**config.mk**
```make
export PLATFORM = sky130hd
export DESIGN_NAME = dds_core
export DESIGN_NICKNAME = d
export VERILOG_FILES = /design/src/rtl/dds_pkg.sv /design/src/rtl/dds_phase_acc.sv /design/src/rtl/dds_phase_map.sv /design/src/rtl/dds_quarter_rom.sv /design/src/rtl/dds_shaper.sv /design/src/rtl/dds_core.sv
export SDC_FILE = /design/constraint.sdc
export NUM_CORES = 1
export LEC_CHECK = 0
export ABC_AREA = 1
export ABC_CLOCK_PERIOD_IN_PS = 3200
export BUFFER_PORTS_ARGS = -buffer_cell sky130_fd_sc_hd__buf_4
export CORE_MARGIN = 1.5
export CORE_UTILIZATION = 59
export CTS_BUF_LIST = sky130_fd_sc_hd__clkbuf_16
export DETAILED_ROUTE_END_ITERATION = 6
export GPL_TIMING_DRIVEN = 0
export PLACE_DENSITY = 0.79
export SYNTH_ARGS = -nofsm -noshare
export SYNTH_HDL_FRONTEND = slang
export SYNTH_HIERARCHICAL = 1
export SYNTH_SLANG_ARGS = --single-unit
```
**constraint.sdc**
```tcl
create_clock -name clk_i -period 3.2 [get_ports clk_i]
set_input_delay 0.48 -clock clk_i [delete_from_list [all_inputs] [get_ports clk_i]]
set_output_delay 0.48 -clock clk_i [all_outputs]
set_load 0.01 [all_outputs]
```
**src/rtl/dds_pkg.sv**
```systemverilog
package dds_pkg;
  typedef enum logic [1:0] {
    WAVE_SINE  = 2'b00,
    WAVE_TRI   = 2'b01,
    WAVE_SQR   = 2'b10,
    WAVE_SINE2 = 2'b11
  } wave_e;
endpackage

```
**src/rtl/dds_phase_acc.sv**
```systemverilog
module dds_phase_acc #(
  parameter int ACC_W = 28
) (
  input  logic             clk_i,
  input  logic             rst_ni,
  input  logic [ACC_W-1:0] tune_i,
  output logic [ACC_W-1:0] acc_o
);
  logic [ACC_W-1:0] acc_q;

  // modular wrap is implicit in the register width
  always_ff @(posedge clk_i or negedge rst_ni) begin
    if (!rst_ni) acc_q <= '0;
    else         acc_q <= acc_q + tune_i;
  end

  assign acc_o = acc_q;
endmodule

```
**src/rtl/dds_phase_map.sv**
```systemverilog
module dds_phase_map #(
  parameter int PH_W = 12
) (
  input  logic            clk_i,
  input  logic            rst_ni,
  input  logic [PH_W-1:0] acc_top_i,
  input  logic [PH_W-1:0] ofs_i,
  output logic [PH_W-1:0] phase_o,
  output logic            vld_o
);
  logic [PH_W-1:0] phase_q;
  logic            vld_q;

  always_ff @(posedge clk_i or negedge rst_ni) begin
    if (!rst_ni) begin
      phase_q <= '0;
      vld_q   <= 1'b0;
    end else begin
      phase_q <= acc_top_i + ofs_i;
      vld_q   <= 1'b1;
    end
  end

  assign phase_o = phase_q;
  assign vld_o   = vld_q;
endmodule

```
**src/rtl/dds_quarter_rom.sv**
```systemverilog
module dds_quarter_rom #(
  parameter int LUT_AW = 8,
  parameter int MAG_W  = 9
) (
  input  logic [LUT_AW-1:0] addr_i,
  output logic [MAG_W-1:0]  mag_o
);
  localparam int DEPTH = 2 ** LUT_AW;
  localparam longint AMAX = (64'sd1 <<< MAG_W) - 1;
  localparam longint HALF_PI_Q30 = 64'sd1686629713;

  // sine at the centre of each bin, fixed point Q30, odd Taylor terms
  function automatic longint qsin(input int k);
    longint x, term, sum;
    x    = (HALF_PI_Q30 * longint'(2 * k + 1)) / longint'(2 * DEPTH);
    term = x;
    sum  = x;
    for (int n = 1; n <= 5; n++) begin
      term = (term * x) >>> 30;
      term = (term * x) >>> 30;
      term = -term / longint'((2 * n) * (2 * n + 1));
      sum  = sum + term;
    end
    return (sum * AMAX + (64'sd1 <<< 29)) >>> 30;
  endfunction

  logic [MAG_W-1:0] tbl [DEPTH];

  for (genvar i = 0; i < DEPTH; i++) begin : g_tbl
    localparam longint VAL = qsin(i);
    assign tbl[i] = MAG_W'(VAL);
  end

  assign mag_o = tbl[addr_i];
endmodule

```
**src/rtl/dds_shaper.sv**
```systemverilog
module dds_shaper
  import dds_pkg::*;
#(
  parameter int PH_W   = 12,
  parameter int LUT_AW = 8,
  parameter int AMP_W  = 10
) (
  input  logic             clk_i,
  input  logic             rst_ni,
  input  logic             vld_i,
  input  logic [PH_W-1:0]  phase_i,
  input  wave_e            mode_i,
  output logic [AMP_W-1:0] sample_o,
  output logic             valid_o
);
  localparam int MAG_W = AMP_W - 1;
  localparam logic [AMP_W-1:0] MID = {1'b1, {MAG_W{1'b0}}};

  logic              half;
  logic              mirror;
  logic [LUT_AW-1:0] raw_addr;
  logic [LUT_AW-1:0] rom_addr;
  logic [MAG_W-1:0]  mag;
  logic [AMP_W-1:0]  sine_pos;
  logic [AMP_W-1:0]  sine_val;
  logic [AMP_W-1:0]  tri_ramp;
  logic [AMP_W-1:0]  tri_val;
  logic [AMP_W-1:0]  sqr_val;
  logic [AMP_W-1:0]  shape_d;
  logic [AMP_W-1:0]  sample_q;
  logic              valid_q;
  logic              unused_lsbs;

  assign half     = phase_i[PH_W-1];
  assign mirror   = phase_i[PH_W-2];
  assign raw_addr = phase_i[PH_W-3 -: LUT_AW];
  assign rom_addr = mirror ? ~raw_addr : raw_addr;

  dds_quarter_rom #(
    .LUT_AW(LUT_AW),
    .MAG_W (MAG_W)
  ) u_rom (
    .addr_i(rom_addr),
    .mag_o (mag)
  );

  // second half mirrors about mid-scale
  assign sine_pos = {1'b1, mag};
  assign sine_val = half ? ~sine_pos : sine_pos;
  assign tri_ramp = phase_i[PH_W-2 -: AMP_W];
  assign tri_val  = half ? ~tri_ramp : tri_ramp;
  assign sqr_val  = {AMP_W{~half}};
  assign unused_lsbs = ^phase_i;

  always_comb begin
    case (mode_i)
      WAVE_TRI: shape_d = tri_val;
      WAVE_SQR: shape_d = sqr_val;
      default:  shape_d = sine_val;
    endcase
  end

  always_ff @(posedge clk_i or negedge rst_ni) begin
    if (!rst_ni) begin
      sample_q <= MID;
      valid_q  <= 1'b0;
    end else begin
      sample_q <= shape_d;
      valid_q  <= vld_i;
    end
  end

  assign sample_o = sample_q;
  assign valid_o  = valid_q;
endmodule

```
**src/rtl/dds_core.sv**
```systemverilog
module dds_core
  import dds_pkg::*;
#(
  parameter int ACC_W  = 28,
  parameter int PH_W   = 12,
  parameter int AMP_W  = 10,
  parameter int LUT_AW = 8
) (
  input  logic             clk_i,
  input  logic             rst_ni,
  input  logic [ACC_W-1:0] tune_i,
  input  logic [PH_W-1:0]  ofs_i,
  input  logic [1:0]       wave_i,
  output logic [AMP_W-1:0] sample_o,
  output logic             valid_o
);
  logic [ACC_W-1:0] acc_q;
  logic [PH_W-1:0]  phase_q;
  logic             phase_vld;

  dds_phase_acc #(.ACC_W(ACC_W)) u_acc (
    .clk_i (clk_i),
    .rst_ni(rst_ni),
    .tune_i(tune_i),
    .acc_o (acc_q)
  );

  // truncation: only the top PH_W accumulator bits reach the shaper
  dds_phase_map #(.PH_W(PH_W)) u_map (
    .clk_i    (clk_i),
    .rst_ni   (rst_ni),
    .acc_top_i(acc_q[ACC_W-1 -: PH_W]),
    .ofs_i    (ofs_i),
    .phase_o  (phase_q),
    .vld_o    (phase_vld)
  );

  dds_shaper #(
    .PH_W  (PH_W),
    .LUT_AW(LUT_AW),
    .AMP_W (AMP_W)
  ) u_shape (
    .clk_i   (clk_i),
    .rst_ni  (rst_ni),
    .vld_i   (phase_vld),
    .phase_i (phase_q),
    .mode_i  (wave_e'(wave_i)),
    .sample_o(sample_o),
    .valid_o (valid_o)
  );
endmodule

```
* Word-level counts from Yosys, hierarchy flattened
Memories as Yosys holds them, arrays and structs flattened.
Index checks and enable logic that the tools add are counted.
** Word-level totals
- Bits in read-only memories :: 2304
- Bits of input ports :: 44
- Bits in registers :: 52
- Memories :: 1
** Memory list
- (no name shown) :: depth 256, width 9, rd ports 1, clocked after memory_dff 0, write ports 0, line dds_quarter_rom.sv:34 : assign mag_o = tbl[addr_i];
** Cells by class
- Muxes and demuxes :: 6
- Order comparisons :: 1
- Bitwise gates (word level) :: 5
- Equality and inequality tests :: 2
- Add/sub/neg operators :: 2
** Operators with widths (count)
- $add 28x28->28 :: 1
- $mux 10 :: 2
- $not 10->10 :: 2
- $pmux 10 s2 :: 1
- $mux 9 :: 2
- $add 12x12->12 :: 1
- $ge 9x9->1 const B :: 1
- $not 8->9 :: 1
- $mux 8 :: 1
- $not 8->8 :: 1
- $eq 2x1->1 const B :: 1
- $eq 2x2->1 const B :: 1
- $not 1->1 :: 1

* Longest topological paths before layout
Gate-level depths: netlist of run 1.
- Depth after elaboration :: 9
- Mapped depth :: 21
- Depth with buffers taken out :: 20

* By module
Netlist of run 1, hierarchy kept.
** Modules (own cells, without submodules)
- dds_phase_acc :: area an instance 2693.8 um2, cells each 429, instances 1, seq. area each 700.7 um2
- dds_quarter_rom :: area an instance 1930.6 um2, cells each 426, instances 1, seq. area each 0.0 um2
- dds_phase_map :: area an instance 963.4 um2, cells each 133, instances 1, seq. area each 325.3 um2
- dds_shaper :: area an instance 797.0 um2, cells each 119, instances 1, seq. area each 276.5 um2

* Least setup slack after synthesis of run 1
OpenSTA, ideal clock, no wires.
- Path kind :: reg2reg
- From :: reg u_map.phase_q[10] (netlist: u_map/phase_o[10])
- To :: reg u_shape.sample_q[1] (netlist: u_shape/sample_o[1])
- Library setup time :: 77 ps
- Stages on the path, launching flop included :: 20
- Path slack :: 272 ps
- Path buffers :: 1
- Arrival :: 2851 ps
- Path through :: dfrtp_1 > buf_2 > xor2_1 > inv_1 > ha_1 > inv_1 > nand2_1 > nand2_1 > inv_1 > nand2_1 > nand3_1 > nand2_1 > inv_1 > nand2_1 > nand2_1 > a21oi_1 > nand2_1 > nand2_1 > nor2_1 > a21oi_1
** On the way
- Cells in the longest elaborated chain, start to end :: 8
** RTL lines
- start, declared :: line dds_phase_map.sv:11 : logic [PH_W-1:0] phase_q;
- start signal, assigned :: line dds_phase_map.sv:19 : phase_q <= acc_top_i + ofs_i;
- $mux 8 (*) :: line dds_shaper.sv:37 : assign rom_addr = mirror ? ~raw_addr : raw_addr;
- named net u_shape.rom_addr[1] :: line dds_shaper.sv:22 : logic [LUT_AW-1:0] rom_addr;
- $not 8->9 (implied by the code) (*) :: line dds_quarter_rom.sv:34
- $mem_v2 256x9 (*)
- $mux 9 (implied by the code) (*) (2 in a row) :: line dds_quarter_rom.sv:34
- named net u_shape.mag[1] :: line dds_shaper.sv:23 : logic [MAG_W-1:0] mag;
- $not 10->10 :: line dds_shaper.sv:49 : assign sine_val = half ? ~sine_pos : sine_pos;
- $mux 10 (*) :: line dds_shaper.sv:49
- $pmux 10 s2 (*) :: line dds_shaper.sv:56 : case (mode_i)
- named net u_shape.shape_d[1] :: line dds_shaper.sv:29 : logic [AMP_W-1:0] shape_d;
- end signal, assigned :: line dds_shaper.sv:68 : sample_q <= shape_d;
- end, declared :: line dds_shaper.sv:30 : logic [AMP_W-1:0] sample_q;
The timed path passes the listed nets; every way through them passes the cells marked *. The select of a mux whose other input is x is not followed.

* Worst setup path after layout of run 1
Ends and elaborated chain as after synthesis.

==> results_dict.tcl, run 1 <==
set metrics [dict create \
    arrival_ns 3.19 \
    hold_viol 0 \
    vias 7356 \
    cts_buffers 5 \
    critical_path.slowest_cell "dfrtp_1" \
    synth_area_per_cell_um2 5.75 \
    rsz0062_at_grt "false" \
    slew_viol_final 0 \
    max_stage_delay_ns 0.35 \
    grt_max_degree 52 \
    min_period_ns 3.01 \
    fp.dieArea_um2 11400 \
    root_buffer "clkbuf_16" \
    fmax_ghz 0.332 \
    grt_pass1_vias 6961 \
    use_met1_pct 42.5 \
    fillers 938 \
    grt_overflow 0 \
    antenna_found_initial 0 \
    relSlewSlack_pct 39.5 \
    drc 0 \
    port_buffers 54 \
    drt_iter0_markers 718 \
    crit_family "buffers and inverters" \
    max_cap_viol_count 0 \
    multiInputGateArea_um2 4450 \
    diodes 0 \
    clock_sinks 51 \
    use_met2_pct 61.7 \
    crit_top_cell "nand2_1" \
    finalSetupViolations 0 \
    dpl_cell_area_um2 6940 \
    h-tree-depth 2 \
    crit_fanout 10 \
    cts_tree "yes" \
    firstDrtPassIters 6 \
    ctsHoldBuffers 0 \
    path_buf_inv 4 \
    clock_path_buffers 2 \
    clk_pin_slew_worst_paths_ns 0.08 \
    drive_above_1_share_pct 10.1 \
    fin_crit_sh_pct 94.2 \
    grt_pass1_wl_mm 32.3 \
    final_area_um2 7220 \
    routed_wl_mm 20.2 \
    start_util_pct 61.3 \
    postRouteAntennaNets 0 \
    gp_congestion 1.03 \
    start_kind "flip-flop" \
    cp_cell_sequence "buf_6 > xor2_4 > clkinvlp_4 > buf_4 > ha_1 > inv_1 > nand2_1 > nand2_1 > o21ai_0 > nand2_1 > nand2_1 > a21oi_1 > a21oi_2 > nand2_1 > nand2_1 > nor2_1 > a21oi_1" \
    status "completed" \
    syn_area_um2 6360 \
    skew_ns 0.0111 \
    ioPinCount 55 \
    syn_to_final_growth_pct 13.5 \
    nets 1273 \
    end_kind "flip-flop" \
    crit_type "flip-flop to flip-flop" \
    crit_required_ns 3.37 \
    die_h_um 107 \
    std_cell_rows 37 \
    gr-max-usage-layer "met2" \
    grt_use_total_pct 35.8 \
    seq_area_um2 1280 \
    tightest_slew_ns 0.904 \
    viasPerCell 5.61 \
    dp_hpwl_mm 15.4 \
    gr-usage-met3_pct 5.29 \
    hp-class "primary input to async pin" \
    yosysWarnings 6 \
    syn-num-nets 1205 \
    coreArea_um2 10400 \
    die_w_um 107 \
    fin_hold_ws_ns 0.217 \
    synthCells 1106 \
    clk_latency_ns 0.30 \
    wire_per_inst_um 15.4 \
]
flip-flops by register name, summed over array words and instances (netlist names):
| name | flops |
|---|---|
| u_shape/valid_o | 1 |
| u_map/vld_o | 1 |
| u_map/phase_o | 11 |
| u_shape/sample_o | 10 |
| u_acc/acc_o | 28 |
path summary, 6_finish.rpt:
check	from	to	slack [ns]	cells past startpoint
min in group clk_i	u_map/vld_o	u_shape/valid_o	0.36	0
max in group asynchronous	rst_ni	u_acc/acc_o[18]	2.50	1
setup / recovery	u_map/phase_o[10]	u_shape/sample_o[1]	0.19	17
hold / removal	rst_ni	u_acc/acc_o[4]	0.22	1
setup reg to reg	u_map/phase_o[10]	u_shape/sample_o[1]	0.19	17
hold reg to reg	u_map/vld_o	u_shape/valid_o	0.36	0
cells in the final DEF (no fill, tap or decap), types with 6 or more instances in the layout:
cell type  instances
xnor2_1            6
o21ai_0           22
nand4_1           17
xor2_1            22
a21oi_1           58
nor2_1           103
ha_1              53
nand2_2            6
nand3_1           99
inv_1            146
clkbuf_1          11
nor2_2             6
nand2_1          437
buf_4             62
dfrtp_1           50
buf_2             10
per-stage QoR:
stage	worst slack [ns]	utilization [%]	std cells	TNS (ns)
5_1_grt	0.0146	69.6	1311	0
3_5_place_dp	-0.781	66.9	1296	-4.41
2_1_floorplan	0.272	-	1106	0
6_report	0.185	69.6	1311	0
4_1_cts	0.0728	68.9	1305	0
3_3_place_gp	-0.752	66.9	1296	-4.67
metal layers:
metal / vias up / routed length, µm / part of all wire, %
met3: 98 / 1830 / 9.1
met2: 420 / 9380 / 47
met5: - / 0 / 0
met4: 0 / 1120 / 5.5
li1: 3612 / - / -
met1: 3226 / 7830 / 39
layout make-up:
cell class,count,area share (%)
buffer,26,1.89
clock buffer,5,1.73
clock inverter,3,0.381
inverter,153,8.01
multi-input combinational,876,61.6
sequential,51,17.7
tap,136,2.36
timing repair buffer,61,6.34
what timing repair did:
item	CTS	global route
endpoints found under the setup margin	9	7
cloned	0	0
gates resized for setup	6	8
buffers inserted	1	6
pin swaps	1	0
Power of run 1 is left out: the tool's default activity adds up to more than one toggle a clock period on the data nets, which glitch-free logic cannot reach.
==> run 2: changes to the inputs <==
--- a/config.mk
+++ b/config.mk
@@ -8,12 +8,14 @@
 export ABC_AREA = 1
 export ABC_CLOCK_PERIOD_IN_PS = 3200
 export BUFFER_PORTS_ARGS = -buffer_cell sky130_fd_sc_hd__buf_4
+export CELL_PAD_IN_SITES_DETAIL_PLACEMENT = 2
+export CELL_PAD_IN_SITES_GLOBAL_PLACEMENT = 2
 export CORE_MARGIN = 1.5
-export CORE_UTILIZATION = 59
+export CORE_UTILIZATION = 32
 export CTS_BUF_LIST = sky130_fd_sc_hd__clkbuf_16
 export DETAILED_ROUTE_END_ITERATION = 6
 export GPL_TIMING_DRIVEN = 0
-export PLACE_DENSITY = 0.79
+export PLACE_DENSITY_LB_ADDON = 0.1
 export SYNTH_ARGS = -nofsm -noshare
 export SYNTH_HDL_FRONTEND = slang
 export SYNTH_HIERARCHICAL = 1
==> results_dict.tcl, run 2 (synthesis gave the netlist of run 1 again) <==
set metrics [dict create \
    status "completed" \
    r2r_end "u_shape/sample_o[1]" \
    fin_crit_sh_pct 94.7 \
    reg2reg_depth 18 \
    arrival_ns 3.26 \
    antenna_found_initial 0 \
    grt_max_degree 52 \
    cts_tree "yes" \
    vias 7452 \
    std_cell_rows 51 \
    start_kind "flip-flop" \
    ioPinCount 55 \
    fin_hold_ws_ns 0.250 \
    hold_viol 0 \
    crit_family "simple AND/OR/NAND/NOR gates" \
    crit_type "flip-flop to flip-flop" \
    fillers 2526 \
    firstDrtPassIters 5 \
    postRouteAntennaNets 0 \
    use_met2_pct 50.8 \
    gr-max-usage-layer "met2" \
    cts_buffers 5 \
    drt_iter0_markers 284 \
    finalSetupViolations 0 \
    fmax_ghz 0.330 \
    grt_pass1_vias 8056 \
    clock_sinks 51 \
    crit_top_cell "nand2_1" \
    diodes 0 \
    final_cell_mix "438 x nand2_1, 145 x inv_1, 103 x nor2_1, 99 x nand3_1, 62 x buf_4" \
    dp_hpwl_mm 21.3 \
    grt_overflow 0 \
    use_met1_pct 32.7 \
    port_buffers 54 \
    crit_fanout 10 \
    finalCoreUtilization_pct 38.1 \
    ctsHoldBuffers 0 \
    layout_commonest_cell "nand2_1" \
    drc 0 \
    wire_per_inst_um 18.6 \
    r2r_slack_ns 0.17 \
    crit_required_ns 3.43 \
    grt_use_total_pct 27.2 \
    end_kind "flip-flop" \
    coreArea_um2 19500 \
    die_w_um 144 \
    largest_reg_flops 28 \
    clk_latency_ns 0.32 \
    rr_startpoint "u_map/phase_o[10]" \
    max_cap_viol_count 0 \
    clock_path_buffers 2 \
    hp-class "primary input to async pin" \
    path_depth 18 \
    skew_ns 0.0129 \
    gp_congestion 0.912 \
    h-tree-depth 2 \
    path_buf_inv 4 \
    pre_cts_ws_ns -0.958 \
    syn_to_final_growth_pct 16.5 \
    gr-usage-met3_pct 2.85 \
    routed_wl_mm 26.8 \
    worst_slack_ns 0.171 \
    tightest_slew_ns 0.807 \
    start_util_pct 32.7 \
    drive_above_1_share_pct 10.2 \
    die_h_um 144 \
    critical_path.slowest_cell "ha_1" \
    max_stage_delay_ns 0.40 \
    nets 1273 \
    relSlewSlack_pct 46.0 \
    cp_cell_sequence "buf_6 > xor2_4 > clkinvlp_4 > ha_1 > inv_1 > nor2_1 > nand2_1 > nand2_1 > inv_1 > nand2_1 > nand3_1 > nand2_1 > nand2_1 > a21oi_2 > nand2_1 > nand2_1 > nor2_1 > a21oi_1" \
    grt_pass1_wl_mm 43.2 \
    viasPerCell 5.18 \
    clk_pin_slew_worst_paths_ns 0.08 \
    fp.dieArea_um2 20700 \
    root_buffer "clkbuf_16" \
    min_period_ns 3.03 \
    slew_viol_final 0 \
]
-- run 2: routing by layer --
layer | routed length [µm] | up-vias
met4 | 644 | 0
met2 | 13800 | 150
met1 | 11500 | 3673
li1 | - | 3593
met3 | 889 | 36
met5 | 0 | -
-- run 2: cell type report --
type	instances	area, µm²	share of cell area, %
sequential	51	1280	17.2
buffer	26	136	1.84
multi-input combinational	876	4450	60.1
tap	265	332	4.47
clock inverter	3	43.8	0.591
clock buffer	5	125	1.69
inverter	153	586	7.90
timing repair buffer	61	458	6.18
-- run 2: repair_timing --
| action | CTS | global route |
|---|---|---|
| hold endpoints to repair | 0 | 0 |
| pin swaps | 2 | 1 |
| gates cloned | 0 | 0 |
| buffers inserted | 2 | 5 |
| endpoints found under the setup margin | 9 | 5 |
| resized for setup | 6 | 9 |
-- run 2: how the worst max path moves through the flow --
stage / from / end
6_report: u_map/phase_o[10] / u_shape/sample_o[1]
5_1_grt: u_map/phase_o[10] / u_shape/sample_o[0]
4_1_cts: u_map/phase_o[10] / u_shape/sample_o[1]
3_5_place_dp: u_map/phase_o[10] / u_shape/sample_o[1]
3_3_place_gp: u_map/phase_o[10] / u_shape/sample_o[1]
2_1_floorplan: u_map/phase_o[10] / u_shape/sample_o[1]
-- run 2: through the flow --
stage               std cells  TNS (ns)  area (µm²)
floorplan                1106         0        6360
global placement         1425     -5.82        7100
detailed placement       1425     -6.03        7100
CTS                      1435         0        7330
global route             1440  -0.00768        7410
finish                   1440         0        7410
Power of run 2 is left out for the same reason.
==> run 3: changes to the inputs <==
--- a/config.mk
+++ b/config.mk
@@ -8,10 +8,11 @@
 export ABC_AREA = 1
 export ABC_CLOCK_PERIOD_IN_PS = 3200
 export BUFFER_PORTS_ARGS = -buffer_cell sky130_fd_sc_hd__buf_4
+export CAP_MARGIN = 40
 export CELL_PAD_IN_SITES_DETAIL_PLACEMENT = 2
 export CELL_PAD_IN_SITES_GLOBAL_PLACEMENT = 2
 export CORE_MARGIN = 1.5
-export CORE_UTILIZATION = 32
+export CORE_UTILIZATION = 30
 export CTS_BUF_LIST = sky130_fd_sc_hd__clkbuf_16
 export DETAILED_ROUTE_END_ITERATION = 6
 export GPL_TIMING_DRIVEN = 0
==> results_dict.tcl, run 3 (synthesis gave the netlist of run 1 again) <==
set metrics [dict create \
    grt_pass1_wl_mm 42.3 \
    h-tree-depth 2 \
    viasPerCell 5.07 \
    slew_viol_final 0 \
    seq_area_um2 1280 \
    clock_sinks 51 \
    status "completed" \
    die_h_um 149 \
    drive_above_1_share_pct 10.1 \
    skew_ns 0.0147 \
    final_cell_mix "438 x nand2_1, 146 x inv_1, 103 x nor2_1, 99 x nand3_1, 61 x buf_4" \
    end_kind "flip-flop" \
    largest_reg_flops 28 \
    dp_hpwl_mm 21.3 \
    grt_pass1_vias 7903 \
    start_kind "flip-flop" \
    firstDrtPassIters 5 \
    vias 7345 \
    crit_top_cell "nand2_1" \
    routed_wl_mm 26.2 \
    clk_pin_slew_worst_paths_ns 0.08 \
    cts_buffers 5 \
    crit_type "flip-flop to flip-flop" \
    root_buffer "clkbuf_16" \
    std_cell_rows 53 \
    antenna_found_initial 0 \
    fin_crit_sh_pct 94.2 \
    grt_overflow 0 \
    pre_cts_ws_ns -0.484 \
    die_w_um 149 \
    syn_to_final_growth_pct 16.3 \
    drc 0 \
    worst_slack_ns 0.187 \
    grt_max_degree 52 \
    postRouteAntennaNets 0 \
    finalSetupViolations 0 \
    max_stage_delay_ns 0.35 \
    gp_congestion 0.874 \
    grt_use_total_pct 24.7 \
    hold_viol 0 \
    max_cap_viol_count 0 \
    coreArea_um2 20900 \
    drt_iter0_markers 337 \
    tightest_slew_ns 0.837 \
    final_cells 1450 \
    hp-class "primary input to async pin" \
    rsz0062_at_grt "false" \
    dp.cells 1438 \
    crit_fanout 10 \
    wire_per_inst_um 18.1 \
    min_period_ns 3.01 \
    ctsHoldBuffers 0 \
    nets 1273 \
    ioPinCount 55 \
    relSlewSlack_pct 44.0 \
    fillers 2714 \
    multiInputGateArea_um2 4440 \
    start_util_pct 30.4 \
    arrival_ns 3.20 \
    layout_commonest_cell "nand2_1" \
    cp_cell_sequence "buf_6 > xor2_4 > buf_6 > clkinvlp_4 > buf_4 > ha_1 > inv_1 > nand2_1 > nand2_1 > nand2_1 > nand3_1 > nand3_1 > nand2_1 > nor2_1 > nor2_1 > nor2_1 > nand2_1 > nand2_1 > nor2_1 > a21oi_1" \
    cts_tree "yes" \
    clock_path_buffers 2 \
    fp.dieArea_um2 22100 \
    diodes 0 \
    clk_latency_ns 0.32 \
    critical_path.slowest_cell "dfrtp_1" \
    crit_required_ns 3.39 \
    port_buffers 54 \
    fmax_ghz 0.332 \
]
run 3: changes by cell type in the layout (fill, tap and decap cells not counted), sizes merged:
cell    before  now
clkinv       3    2
bufinv       1    0
inv        149  151
run 3: per-stage QoR:
stage               hold slack [ns]  instance area [µm²]  utilization [%]  setup TNS (ns)
floorplan                     0.184                 6360                -               0
global placement              0.333                 7110             34.0           -7.13
detailed placement            0.340                 7130             34.1           -1.51
CTS                           0.256                 7360             35.2               0
global route                  0.286                 7400             35.4               0
finish                        0.224                 7400             35.4               0
run 3: path summary, 6_finish.rpt:
kind                              startpoint             endpoint  slack [ns]  cells after the start
hold reg to reg                  u_map/vld_o      u_shape/valid_o        0.36                      0
hold / removal                        rst_ni  u_shape/sample_o[7]        0.22                      1
max in group asynchronous             rst_ni      u_acc/acc_o[20]        2.49                      1
setup / recovery           u_map/phase_o[10]  u_shape/sample_o[0]        0.19                     20
setup reg to reg           u_map/phase_o[10]  u_shape/sample_o[0]        0.19                     20
min in group clk_i               u_map/vld_o      u_shape/valid_o        0.36                      0
run 3: timing repair:
action / CTS / global route
resized for setup: 9 / 7
endpoints found under the hold margin: 0 / 0
endpoints found under the setup margin: 7 / 8
setup buffers: 2 / 2
run 3: final cells by class:
cell class                      instances  share of cell area, %
Buffer                                 26                   1.86
Sequential cell                        51                   17.3
Clock buffer                            5                   1.69
Inverter                              153                   7.87
Multi-Input combinational cell        876                   60.0
Tap cell                              275                   4.65
Timing Repair Buffer                   61                   6.24
Clock inverter                          3                  0.372
run 3: routing by layer:
| layer | vias up | track usage [%] | part of all wire, % |
|---|---|---|---|
| met5 | - | 0 | 0 |
| met3 | 26 | 2.06 | 2.7 |
| li1 | 3594 | - | - |
| met2 | 126 | 45.2 | 51 |
| met4 | 0 | 5.79 | 1.5 |
| met1 | 3599 | 31.4 | 45 |
run 3: worst max-delay path: cells and delay by family, from the launching register on:
family	cells	cell delay, ns
and+or+nand+nor	12	1.18
buffers and inverters	5	0.85
DFF	1	0.35
xor gates and xnor gates	1	0.25
adders and majority gates	1	0.22
AOI/OAI and AO/OA	1	0.05
Power of run 3 is left out for the same reason.
